### src/rtl/ctx_flag_pkg.sv
// Package: shared types for the context-banked flag unit.
// Assumes: exactly three execution contexts, encoded as two-bit mode codes.
package ctx_flag_pkg;

    typedef enum logic [1:0] {
        MODE_NORM = 2'd0,
        MODE_IRQ  = 2'd1,
        MODE_NMI  = 2'd2
    } ctx_mode_e;

    localparam int NUM_BANKS = 3;

    // One flag write request: a separate enable and value for each flag
    typedef struct packed {
        logic c_we;
        logic c_val;
        logic z_we;
        logic z_val;
    } flag_wr_t;

endpackage

### src/rtl/flag_update_sel.sv
// Module: flag_update_sel
// Turns the ALU update strobes into a single flag write request.
// Assumes: one ALU operation per cycle. If several strobes are high, the
// priority is arith > logic > bit > rotate.
module flag_update_sel
    import ctx_flag_pkg::*;
(
    input  logic     upd_arith,
    input  logic     arith_zero,
    input  logic     arith_carry,
    input  logic     upd_logic,
    input  logic     logic_zero,
    input  logic     upd_bit,
    input  logic     bit_val,
    input  logic     upd_rot,
    input  logic     rot_carry,
    output flag_wr_t wr
);

    // Priority select of the single operation that writes flags this cycle
    always_comb begin
        wr = '0;
        if (upd_arith) begin
            wr.c_we  = 1'b1;
            wr.c_val = arith_carry;
            wr.z_we  = 1'b1;
            wr.z_val = arith_zero;
        end else if (upd_logic) begin
            wr.z_we  = 1'b1;
            wr.z_val = logic_zero;
        end else if (upd_bit) begin
            wr.c_we  = 1'b1;
            wr.c_val = bit_val;
        end else if (upd_rot) begin
            wr.c_we  = 1'b1;
            wr.c_val = rot_carry;
        end
    end

endmodule

### src/rtl/flag_pair.sv
// Module: flag_pair
// One carry/zero register pair. It accepts a write only when selected.
// Assumes: the caller selects at most one pair per cycle. The reset value is 0.
module flag_pair
    import ctx_flag_pkg::*;
(
    input  logic     clk,
    input  logic     rst_n,
    input  logic     sel,
    input  flag_wr_t wr,
    output logic     c_q,
    output logic     z_q
);

    // Carry register: loads only when this pair is selected and carry is written
    always_ff @(posedge clk) begin
        if (!rst_n)
            c_q <= 1'b0;
        else if (sel && wr.c_we)
            c_q <= wr.c_val;
    end

    // Zero register: loads only when this pair is selected and zero is written
    always_ff @(posedge clk) begin
        if (!rst_n)
            z_q <= 1'b0;
        else if (sel && wr.z_we)
            z_q <= wr.z_val;
    end

endmodule

### src/rtl/ctx_mode_stack.sv
// Module: ctx_mode_stack
// Holds the current context and a shift-register stack of saved contexts.
// Entry pushes the running context. Return pops it, or falls back to normal
// mode when the stack is empty. On overflow the oldest entry is dropped.
// Assumes: nmi_enter > irq_enter > ret_int when several are high together.
module ctx_mode_stack
    import ctx_flag_pkg::*;
#(
    parameter int DEPTH = 4
) (
    input  logic      clk,
    input  logic      rst_n,
    input  logic      irq_enter,
    input  logic      nmi_enter,
    input  logic      ret_int,
    output ctx_mode_e mode_q
);

    localparam int CNT_W = $clog2(DEPTH + 1);
    localparam logic [CNT_W-1:0] CNT_FULL = CNT_W'(DEPTH);

    ctx_mode_e        slot [DEPTH];
    logic [CNT_W-1:0] fill;
    logic             enter;

    assign enter = irq_enter | nmi_enter;

    // Current-context register: set on entry, restored on return
    always_ff @(posedge clk) begin
        if (!rst_n)
            mode_q <= MODE_NMI;
        else if (enter)
            mode_q <= nmi_enter ? MODE_NMI : MODE_IRQ;
        else if (ret_int)
            mode_q <= (fill != '0) ? slot[0] : MODE_NORM;
    end

    // Saved-context slots: shift up on push, shift down on pop
    always_ff @(posedge clk) begin
        if (!rst_n) begin
            for (int i = 0; i < DEPTH; i++)
                slot[i] <= MODE_NORM;
        end else if (enter) begin
            for (int i = DEPTH - 1; i > 0; i--)
                slot[i] <= slot[i-1];
            slot[0] <= mode_q;
        end else if (ret_int && fill != '0) begin
            for (int i = 0; i < DEPTH - 1; i++)
                slot[i] <= slot[i+1];
            slot[DEPTH-1] <= MODE_NORM;
        end
    end

    // Occupancy count: saturates at DEPTH, stops at zero
    always_ff @(posedge clk) begin
        if (!rst_n)
            fill <= '0;
        else if (enter) begin
            if (fill != CNT_FULL)
                fill <= fill + 1'b1;
        end else if (ret_int && fill != '0)
            fill <= fill - 1'b1;
    end

endmodule

### src/rtl/ctx_flag_bank.sv
// Module: ctx_flag_bank (top)
// Three carry/zero pairs, one per execution context. ALU updates go to the
// pair of the context that is running in the cycle of the update. The active
// pair is presented on carry/zero.
// Assumes: the strobes are synchronous to clk. Reset is synchronous and active low.
module ctx_flag_bank
    import ctx_flag_pkg::*;
#(
    parameter int CTX_DEPTH = 4
) (
    input  logic       clk,
    input  logic       rst_n,
    input  logic       irq_enter,
    input  logic       nmi_enter,
    input  logic       ret_int,
    input  logic       upd_arith,
    input  logic       arith_zero,
    input  logic       arith_carry,
    input  logic       upd_logic,
    input  logic       logic_zero,
    input  logic       upd_bit,
    input  logic       bit_val,
    input  logic       upd_rot,
    input  logic       rot_carry,
    output logic       carry,
    output logic       zero,
    output logic [1:0] mode
);

    ctx_mode_e              cur_mode;
    flag_wr_t               wr;
    logic [NUM_BANKS-1:0]   bank_c;
    logic [NUM_BANKS-1:0]   bank_z;

    ctx_mode_stack #(.DEPTH(CTX_DEPTH)) u_stack (
        .clk       (clk),
        .rst_n     (rst_n),
        .irq_enter (irq_enter),
        .nmi_enter (nmi_enter),
        .ret_int   (ret_int),
        .mode_q    (cur_mode)
    );

    flag_update_sel u_sel (
        .upd_arith   (upd_arith),
        .arith_zero  (arith_zero),
        .arith_carry (arith_carry),
        .upd_logic   (upd_logic),
        .logic_zero  (logic_zero),
        .upd_bit     (upd_bit),
        .bit_val     (bit_val),
        .upd_rot     (upd_rot),
        .rot_carry   (rot_carry),
        .wr          (wr)
    );

    for (genvar k = 0; k < NUM_BANKS; k++) begin : g_bank
        flag_pair u_pair (
            .clk   (clk),
            .rst_n (rst_n),
            .sel   (cur_mode == 2'(k)),
            .wr    (wr),
            .c_q   (bank_c[k]),
            .z_q   (bank_z[k])
        );
    end

    // Output mux: present the pair of the running context
    always_comb begin
        carry = 1'b0;
        zero  = 1'b0;
        for (int k = 0; k < NUM_BANKS; k++) begin
            if (cur_mode == 2'(k)) begin
                carry = bank_c[k];
                zero  = bank_z[k];
            end
        end
    end

    assign mode = cur_mode;

endmodule

### config.mk
export PLATFORM = sky130hd
export DESIGN_NAME = ctx_flag_bank
export DESIGN_NICKNAME = d
export VERILOG_FILES = /design/src/rtl/ctx_flag_pkg.sv /design/src/rtl/flag_update_sel.sv /design/src/rtl/flag_pair.sv /design/src/rtl/ctx_mode_stack.sv /design/src/rtl/ctx_flag_bank.sv
export SDC_FILE = /design/constraint.sdc
export NUM_CORES = 1
export LEC_CHECK = 0
export BUFFER_PORTS_ARGS = -buffer_cell sky130_fd_sc_hd__buf_2
export CORE_MARGIN = 2
export CORE_UTILIZATION = 48
export CTS_CLUSTER_DIAMETER = 80
export CTS_CLUSTER_SIZE = 25
export DETAILED_ROUTE_END_ITERATION = 8
export PLACE_DENSITY = 0.73
export SLEW_MARGIN = 20
export SYNTH_ARGS = -nofsm -noshare
export SYNTH_HDL_FRONTEND = slang
export SYNTH_SLANG_ARGS = --single-unit
### constraint.sdc
create_clock -name clk -period 1.4 [get_ports clk]
set_input_delay 0.21 -clock clk [delete_from_list [all_inputs] [get_ports clk]]
set_output_delay 0.21 -clock clk [all_outputs]
set_load 0.03 [all_outputs]
* Word-level counts from Yosys, hierarchy flattened
Memories as Yosys holds them, arrays and structs flattened.
Index checks and enable logic that the tools add are counted.
** Operators by class
- $add $sub $neg :: 2
- Bitwise gates (word level) :: 9
- Equal/unequal tests :: 4
- Muxes and demuxes :: 34
- Reduce and logical (&&, ||, !) cells :: 12
** Operator list (number)
- two-way mux 2 bit :: 16
- two-way mux 1 bit :: 14
- two-way mux 3 bit :: 3
- OR 1 bit :: 9
- logical AND 1 bit :: 7
- two-way mux 4 bit :: 1
- nonzero test 2 bit :: 2
- adder 3 x 1 -> 3 bit, second input constant :: 1
- inequality test 3 bit, second input constant :: 1
- nonzero test 3 bit :: 1
- subtractor 3 x 1 -> 3 bit, second input constant :: 1
- equality test 2 x 1 -> 1 bit, second input constant :: 1
- equality test 2 bit, second input constant :: 1
- logical NOT 2 bit :: 1
- inequality test 2 bit, second input constant :: 1
- AND reduction 2 bit :: 1
** Word-level totals
- RAM bits :: 8
- Register bits after elaboration :: 11
- Logic and storage cells :: 70
- Output and inout port bits :: 4
- Memories kept :: 1
- Bits of input ports :: 14
** Memories
- u_stack.slot :: words 4, width 2, rd ports 4, clocked after Yosys merged registers in 0, write ports 4, RTL line ctx_mode_stack.sv:22 : ctx_mode_e slot [DEPTH];

* Logic depth before layout (Yosys ltp)
Gate-level depths: netlist of the first run.
- Depth in word-level cells :: 7
- Mapped depth :: 7
- Gate-level depth less buffers :: 6

* Modules after synthesis
A second synthesis of the first run with hierarchy kept.
** Second synthesis, totals
- Cell total of the unflattened synthesis :: 119
- Area total of the unflattened synthesis :: 1056.0 µm²
** By module, submodules not included
- ctx_mode_stack :: cells each 72, area an instance 690.7 µm², times used 1, sequential area each 320.3 µm²
- flag_pair :: cells each 10, area an instance 82.6 µm², times used 3, sequential area each 40.0 µm²
- flag_update_sel :: cells each 10, area an instance 61.3 µm², times used 1, sequential area each 0.0 µm²
- ctx_flag_bank :: cells each 7, area an instance 56.3 µm², times used 1, sequential area each 0.0 µm²

* Worst setup path after synthesis of the first run
OpenSTA, ideal clock, no wires.
- Kind :: reg-to-output
- Start point :: reg u_stack.mode_q[0]
- End point :: out zero
- Data arrival time :: 1.420 ns
- Required time :: 1.190 ns
- Path slack :: -0.230 ns
- Stages on the path, launching flop included :: 4
- Path through :: dfxtp_1 buf_6 mux2i_1 o21ai_0
** Between the ends
- Cells in the longest elaborated chain, start to end :: 4
** RTL lines
- start, declared :: RTL line ctx_mode_stack.sv:16 : output ctx_mode_e mode_q
- start signal, assigned :: RTL line ctx_mode_stack.sv:33 : mode_q <= nmi_enter ? MODE_NMI : MODE_IRQ;
- start signal, assigned :: RTL line ctx_mode_stack.sv:35 : mode_q <= (fill != '0) ? slot[0] : MODE_NORM;
- logical NOT 2 bit :: RTL line ctx_flag_bank.sv:73 : if (cur_mode == 2'(k)) begin
- two-way mux 1 bit (2 in series) :: RTL line ctx_flag_bank.sv:73
- two-way mux 1 bit (*) :: RTL line ctx_flag_bank.sv:73
- end, declared :: RTL line ctx_flag_bank.sv:26 : output logic zero,
Mark *: on every way between the ends. The rest lies on a longest branch, timed or not.

* Worst setup path after layout of the first run
- Start point :: reg u_stack.mode_q[1]
- End point :: out carry
** Between the ends
- Cells in the longest elaborated chain, start to end :: 4
** RTL lines
- logical NOT 2 bit :: RTL line ctx_flag_bank.sv:73
- two-way mux 1 bit (2 in series) :: RTL line ctx_flag_bank.sv:73
- two-way mux 1 bit (*) :: RTL line ctx_flag_bank.sv:73
- end, declared :: RTL line ctx_flag_bank.sv:25 : output logic carry,
Marked as above.

==> results of run 1 <==
-- worst max-delay path, stage by stage, from the launching register on --
cell and delay (ps):
dfxtp_2 340, buf_6 100, and2b_2 210, nand2_1 60
o21ai_1 50, buf_4 160
-- kinds of logic (layout without fill, tap and decap cells) --
group	Yosys count	in the layout	synth area share, %
AND/OR/NAND/NOR	50	50	25.19
AO/OA/AOI/OAI	33	33	22.87
buffers and inverters	12	40	5.231
adder cells (fa/ha/maj)	1	1	1.947
multiplexers	2	2	1.947
flip-flops	19	19	42.82
-- report_power, final --
part | internal, mW | leakage, nW | total (mW) | switching [mW]
registers | 0.623 | 0.178 | 0.671 | 0.0485
clock network | 0.111 | 0.0150 | 0.276 | 0.165
logic | 0.145 | 0.306 | 0.315 | 0.170
total | 0.879 | 0.499 | 1.26 | 0.384
-- layer usage --
metal / up-vias / track usage (%) / wire length (µm)
li1: 492 / - / -
met1: 463 / 26.09 / 1019
met3: 4 / 1.786 / 111
met4: 0 / 8.559 / 31
met2: 37 / 30.48 / 1167
met5: - / 0 / 0
-- cells in the mapped netlist (3+ instances only) --
master    instances
nand3_1          12
o311ai_0          3
inv_1             7
a21oi_1          10
edfxtp_1          6
nand2_1          13
nor2_1            6
o221a_2           3
clkbuf_1          3
nand2b_1          3
nor3_1            4
dfxtp_1          13
o21ai_0           5
-- worst max path at each step --
stage	end	slack (ps)	depth (start not counted)
finish	carry	-40	5
floorplan	g_bank[0].u_pair.c_q$_SDFFE_PN0P_	10	4
detailed placement	u_stack.fill[1]$_SDFFE_PN0P_	-20	3
global route	carry	-80	5
global placement	u_stack.fill[2]$_SDFFE_PN0P_	30	5
CTS	zero	-40	5
-- state kept, by name, summed over array words and instances (netlist names) --
name               cells
g_bank.u_pair.z_q      3
u_stack.slot           8
u_stack.fill           3
g_bank.u_pair.c_q      3
u_stack.mode_q         2
-- stage by stage --
step / setup slack, ps / util (%) / instances / hold slack, ps / area [µm²]
global placement: 34.09 / 60.67 / 166 / 457.4 / 1202
detailed placement: -22.46 / 60.67 / 166 / 467.2 / 1202
global route: -79.74 / 64.84 / 172 / 217.5 / 1285
floorplan: 10.73 / - / 117 / 279.4 / 1036
finish: -38.59 / 64.84 / 172 / 223.3 / 1285
CTS: -38.02 / 63.64 / 172 / 210.0 / 1261
-- timing repair --
action | in CTS | in global routing
pin swaps | 2 | 4
endpoints found under the setup margin | 4 | 6
resized for setup | 7 | 9
buffers inserted | 2 | 0
cloned | 0 | 0
-- layout make-up --
type	instances	area (µm²)	share of cell area, %
well taps	27	33.78	2.629
clock buffers	4	26.28	2.045
multi-input cells	86	554.3	43.14
inverters	7	26.28	2.045
flip-flops and latches	19	452.9	35.25
repair buffers	29	191.4	14.90
==> metrics.csv, run 1 <==
metric;value;unit
outcome;finished, violations left;
violations;setup timing;
synth-seq-area-share;42.82;%
final_antenna_net_count;0;
fp.dieH;50.29;µm
critical_path_class;register to output pin;
power;1.263;mW
start_util;51.89;%
cts_tree;built;
mostFrequentLayoutCell;buf_2;
grt_pass1_wl;3.663;mm
grt_max_degree;13;
gp_congestion;0.8435;
syn-instance-count;117;
clock_latency;290;ps
worst_pin_slew;438.2;ps
worst_hold_path.endpoint;u_stack.mode_q[0]$_SDFFE_PN0P_;
reg2reg_from;u_stack.mode_q[1]$_SDFFE_PN1P_;
setup_ws;-38.59;ps
coreArea;1982;µm²
nNetsFinal;161;
hold_viol_final;0;
finClkSkew;1.141;ps
cts_buffers;3;
pin_count;18;
finalSetupViolCount;2;
yosys.cell_types.count;38;
async_reset_ff_share;0;%
grt-ovfl-total;0;
cts.clk_slew.worst_paths;100;ps
drive_gt1_share;34.48;%
postRouteWirelength;2.329;mm
synth_seq_cells;19;
hold_depth;3;
first_pass_iters;7;
cts_num_sinks;19;
ir_drop;726.4;µV
yosysWarnings;0;
die_area;2529;µm²
tns;-50.83;ps
rows;16;
synth_top_area_cell;dfxtp_1;
antenna_found_initial;0;
rr_worst_depth;4;
start_kind;register;
p_leak;0.4987;nW
drc_errors;0;
drv_slew;0;
ctsHoldBuffers;0;
fill_cells;163;
wire_per_inst;13.54;µm
crit_fanout;3;
vias;996;
avgSynthCellArea;8.790;µm²
area_growth;24.94;%
drt_iter0_drc;32;
slew_headroom;70.56;%
hold_path.startpoint;nmi_enter;
crit_path_end_kind;output pin;
reg2reg_to;g_bank[1].u_pair.c_q$_SDFFE_PN0P_;
cts_max_path_buffers;2;
synthTopCellsByArea;dfxtp_1, edfxtp_1, nand3_1;
finalCriticalPeriod;1439;ps
synth_edf_count;6;
synth_top_area_share;25.30;%
critical_path_arrival;1230;ps
required;1190;ps
synthesis.nets;132;
cp-startpoint;u_stack.mode_q[1]$_SDFFE_PN1P_;
grt_use_total;19.05;%
grt_pass1_vias;853;
cts.root.buffer_cell;clkbuf_4;
cts_htree_levels;1;
ys.flop_type;dfxtp_1;
maxCapViolations;0;
r2r_setup_slack;10;ps
hold_class;input pin to register;
synth_area;1028;µm²
period_share;102.8;%
die_w;50.29;µm
diodes;0;
final_cell_mix;buf_2, nand3_1, nand2_1;
p_per_area;983.0;nW/µm²
viasPerCell;5.791;
io_buffers;17;
rsz0062_at_grt;true;
dp_hpwl;1.647;mm
fmax;0.6951;GHz
No activity file was read; power rests on OpenSTA's default activity.
==> run 2: changes to the inputs <==
- CORE_UTILIZATION: 48 -> 49
- PLACE_DENSITY: 0.73 -> 0.74
- SYNTH_HIERARCHICAL: unset -> 1
==> metrics.csv, run 2 <==
metric;value;unit;change
grt_max_degree;21;;+8
cp-startpoint;u_stack/mode_q[0]$_SDFFE_PN0P_;;
critPathSlowestCell;dfxtp_4;;
synth_top_area_cell;dfxtp_1;;
drt_iter0_drc;44;;+38%
critical_path_class;register to output pin;;
reg2reg_to;u_stack/fill[1]$_SDFFE_PN0P_;;
p_per_area;962.7;nW/µm²;-2.1%
coreArea;2002;µm²;+1.0%
finalSetupViolCount;0;;-2
crit_chain;mux2i_2 > o2bb2ai_2 > buf_6;;
ys.flop_type;dfxtp_1;;
fill_cells;167;;+2.5%
fp.dieH;50.43;µm;+0.27%
p_leak;0.5617;nW;+13%
maxCapViolations;0;;unchanged
final_cell_mix;nand2_1, buf_2, buf_4;;
nNetsFinal;164;;+1.9%
cts_num_sinks;19;;unchanged
outcome;finished clean;;
rsz0062_at_grt;true;;
grt_pass1_wl;3.719;mm;+1.5%
diodes;0;;unchanged
synth-seq-area-share;41.71;%;-1.1 points
synth.top_cells.by_count;nand2_1, dfxtp_1, nand3_1, a21boi_1, mux2i_1;;
antenna_found_initial;0;;unchanged
grt-ovfl-total;0;;unchanged
ir_drop;734.4;µV;+1.1%
r2r_setup_slack;60;ps;+50 ps
place_area;1229;µm²;+2.2%
fmax;0.7316;GHz;+5.2%
worst_hold_path.endpoint;u_stack/mode_q[1]$_SDFFE_PN1P_;;
syn-instance-count;119;;+1.7%
regMostFlops;u_stack/slot;;
yosysWarnings;6;;+6
cts_buffers;3;;unchanged
hold_depth;3;;unchanged
largest_reg_flops;8;;unchanged
avgSynthCellArea;8.874;µm²;+0.95%
final_antenna_net_count;0;;unchanged
worst_pin_slew;441.3;ps;+3.123 ps
crit_path_end_kind;output pin;;
drive_gt1_share;33.11;%;-1.4 points
die_area;2543;µm²;+0.54%
clock_latency;290;ps;about the same
first_pass_iters;4;;-3
dp_hpwl;1.662;mm;+0.94%
grt_pass1_vias;876;;+2.7%
start_util;52.75;%;+0.86 points
vias;979;;-1.7%
grt_use_total;19.46;%;+0.40 points
period_share;97.64;%;-5.1 points
hold_class;input pin to register;;
synth_seq_cells;19;;unchanged
start_kind;register;;
drv_slew;0;;unchanged
max_stage_delay;420;ps;+80 ps
synth_edf_count;6;;unchanged
viasPerCell;5.594;;-3.4%
required;1190;ps;about the same
cts_max_path_buffers;2;;unchanged
hold_path.startpoint;irq_enter;;
synthTopCellsByArea;dfxtp_1, edfxtp_1, nand2_1;;
register_area;449.2;µm²;-0.83%
cpLargestDelayFamily;flip-flops;;
crit_fanout;6;;+3
die_w;50.43;µm;+0.27%
rows;16;;unchanged
postRouteWirelength;2.272;mm;-2.4%
reg2reg_from;u_stack/fill[0]$_SDFFE_PN0P_;;
synthesis.nets;134;;+1.5%
hold_viol_final;0;;unchanged
synth_top_area_share;24.64;%;-0.66 points
finClkSkew;6.411;ps;+5.269 ps
cts.clk_slew.worst_paths;110;ps;about the same
synth_area;1056;µm²;+2.7%
io_buffers;17;;unchanged
async_reset_ff_share;0;%;unchanged
mostFrequentLayoutCell;nand2_1;;
cts_tree;built;;
area_growth;26.54;%;
cts_htree_levels;1;;unchanged
final_area;1336;µm²;+4.0%
cp_num_buf_inv;1;;-1
yosysMostFrequentCell;nand2_1;;
pin_count;18;;unchanged
wire_per_inst;12.98;µm;-4.1%
cts.root.buffer_cell;clkbuf_4;;
finalCriticalPeriod;1367;ps;-71.67 ps
gp_congestion;0.7711;;-8.6%
power;1.286;mW;+1.8%
yosys.cell_types.count;37;;-2.6%
rr_worst_depth;4;;unchanged
slew_headroom;70.35;%;-0.21 points
drc_errors;0;;unchanged
multiInputGateArea;626.9;µm²;+13%
critical_path_arrival;1160;ps;-70 ps
run 2: where the power goes:
group	internal [mW]	switching (mW)	leakage, nW
clock network	0.106	0.166	0.0177
logic	0.169	0.188	0.367
registers	0.619	0.0385	0.177
run 2: worst min-delay path, stage by stage:
cell and delay (ps):
buf_2 90, buf_4 150, o21ai_1 80
run 2: what timing repair did:
| item | 4_1_cts | 5_1_grt |
|---|---|---|
| buffers inserted | 3 | 0 |
| endpoints found under the setup margin | 3 | 5 |
| gates cloned | 0 | 0 |
| gates resized for setup | 9 | 7 |
| pin swaps | 1 | 4 |
| hold buffers | 0 | 0 |
run 2: layer usage:
layer / part of all wire, % / track usage, % / routed length (µm)
met2: 50 / 33.55 / 1132
met1: 45 / 24.29 / 1016
met3: 4.3 / 3.571 / 97
met5: 0 / 0 / 0
met4: 1.1 / 6.757 / 25
run 2: layout make-up:
cell class              count  area share (%)
clock buffers               3           1.685
well taps                  27           2.528
multi-input cells          92           46.91
inverters                   5           1.404
repair buffers             28           13.48
clock inverters             1          0.3745
flip-flops and latches     19           33.61
run 2: through the flow:
| step | setup TNS, ps | hold slack (ps) | setup slack, ps | utilization, % | instances |
|---|---|---|---|---|---|
| detailed placement | -55.20 | 454.6 | -55.20 | 61.38 | 168 |
| global route | -15.09 | 281.8 | -15.09 | 66.75 | 175 |
| global placement | -1.087 | 445.4 | -1.087 | 61.38 | 168 |
| finish | 0 | 285.2 | 33.07 | 66.75 | 175 |
| CTS | 0 | 258.9 | 5.070 | 65.13 | 175 |
| floorplan | 0 | 309.8 | 14.19 | - | 119 |
run 2: cell families after synthesis:
logic type / synth area share, %
and+or+nand+nor: 24.76
adders and majority gates: 1.896
AOI/OAI and AO/OA: 20.38
DFF: 41.71
buffers and inverters: 3.671
muxes: 7.583
run 2: worst max-delay path by stage:
stage | endpoint | slack, ps | cells after the start
after floorplan | u_stack/fill[2]$_SDFFE_PN0P_ | 10 | 6
after global placement | u_stack/fill[2]$_SDFFE_PN0P_ | -1 | 6
after detailed placement | u_stack/fill[2]$_SDFFE_PN0P_ | -60 | 6
after CTS | u_stack/fill[2]$_SDFFE_PN0P_ | 5 | 5
after global routing | zero | -20 | 3
final | zero | 30 | 3
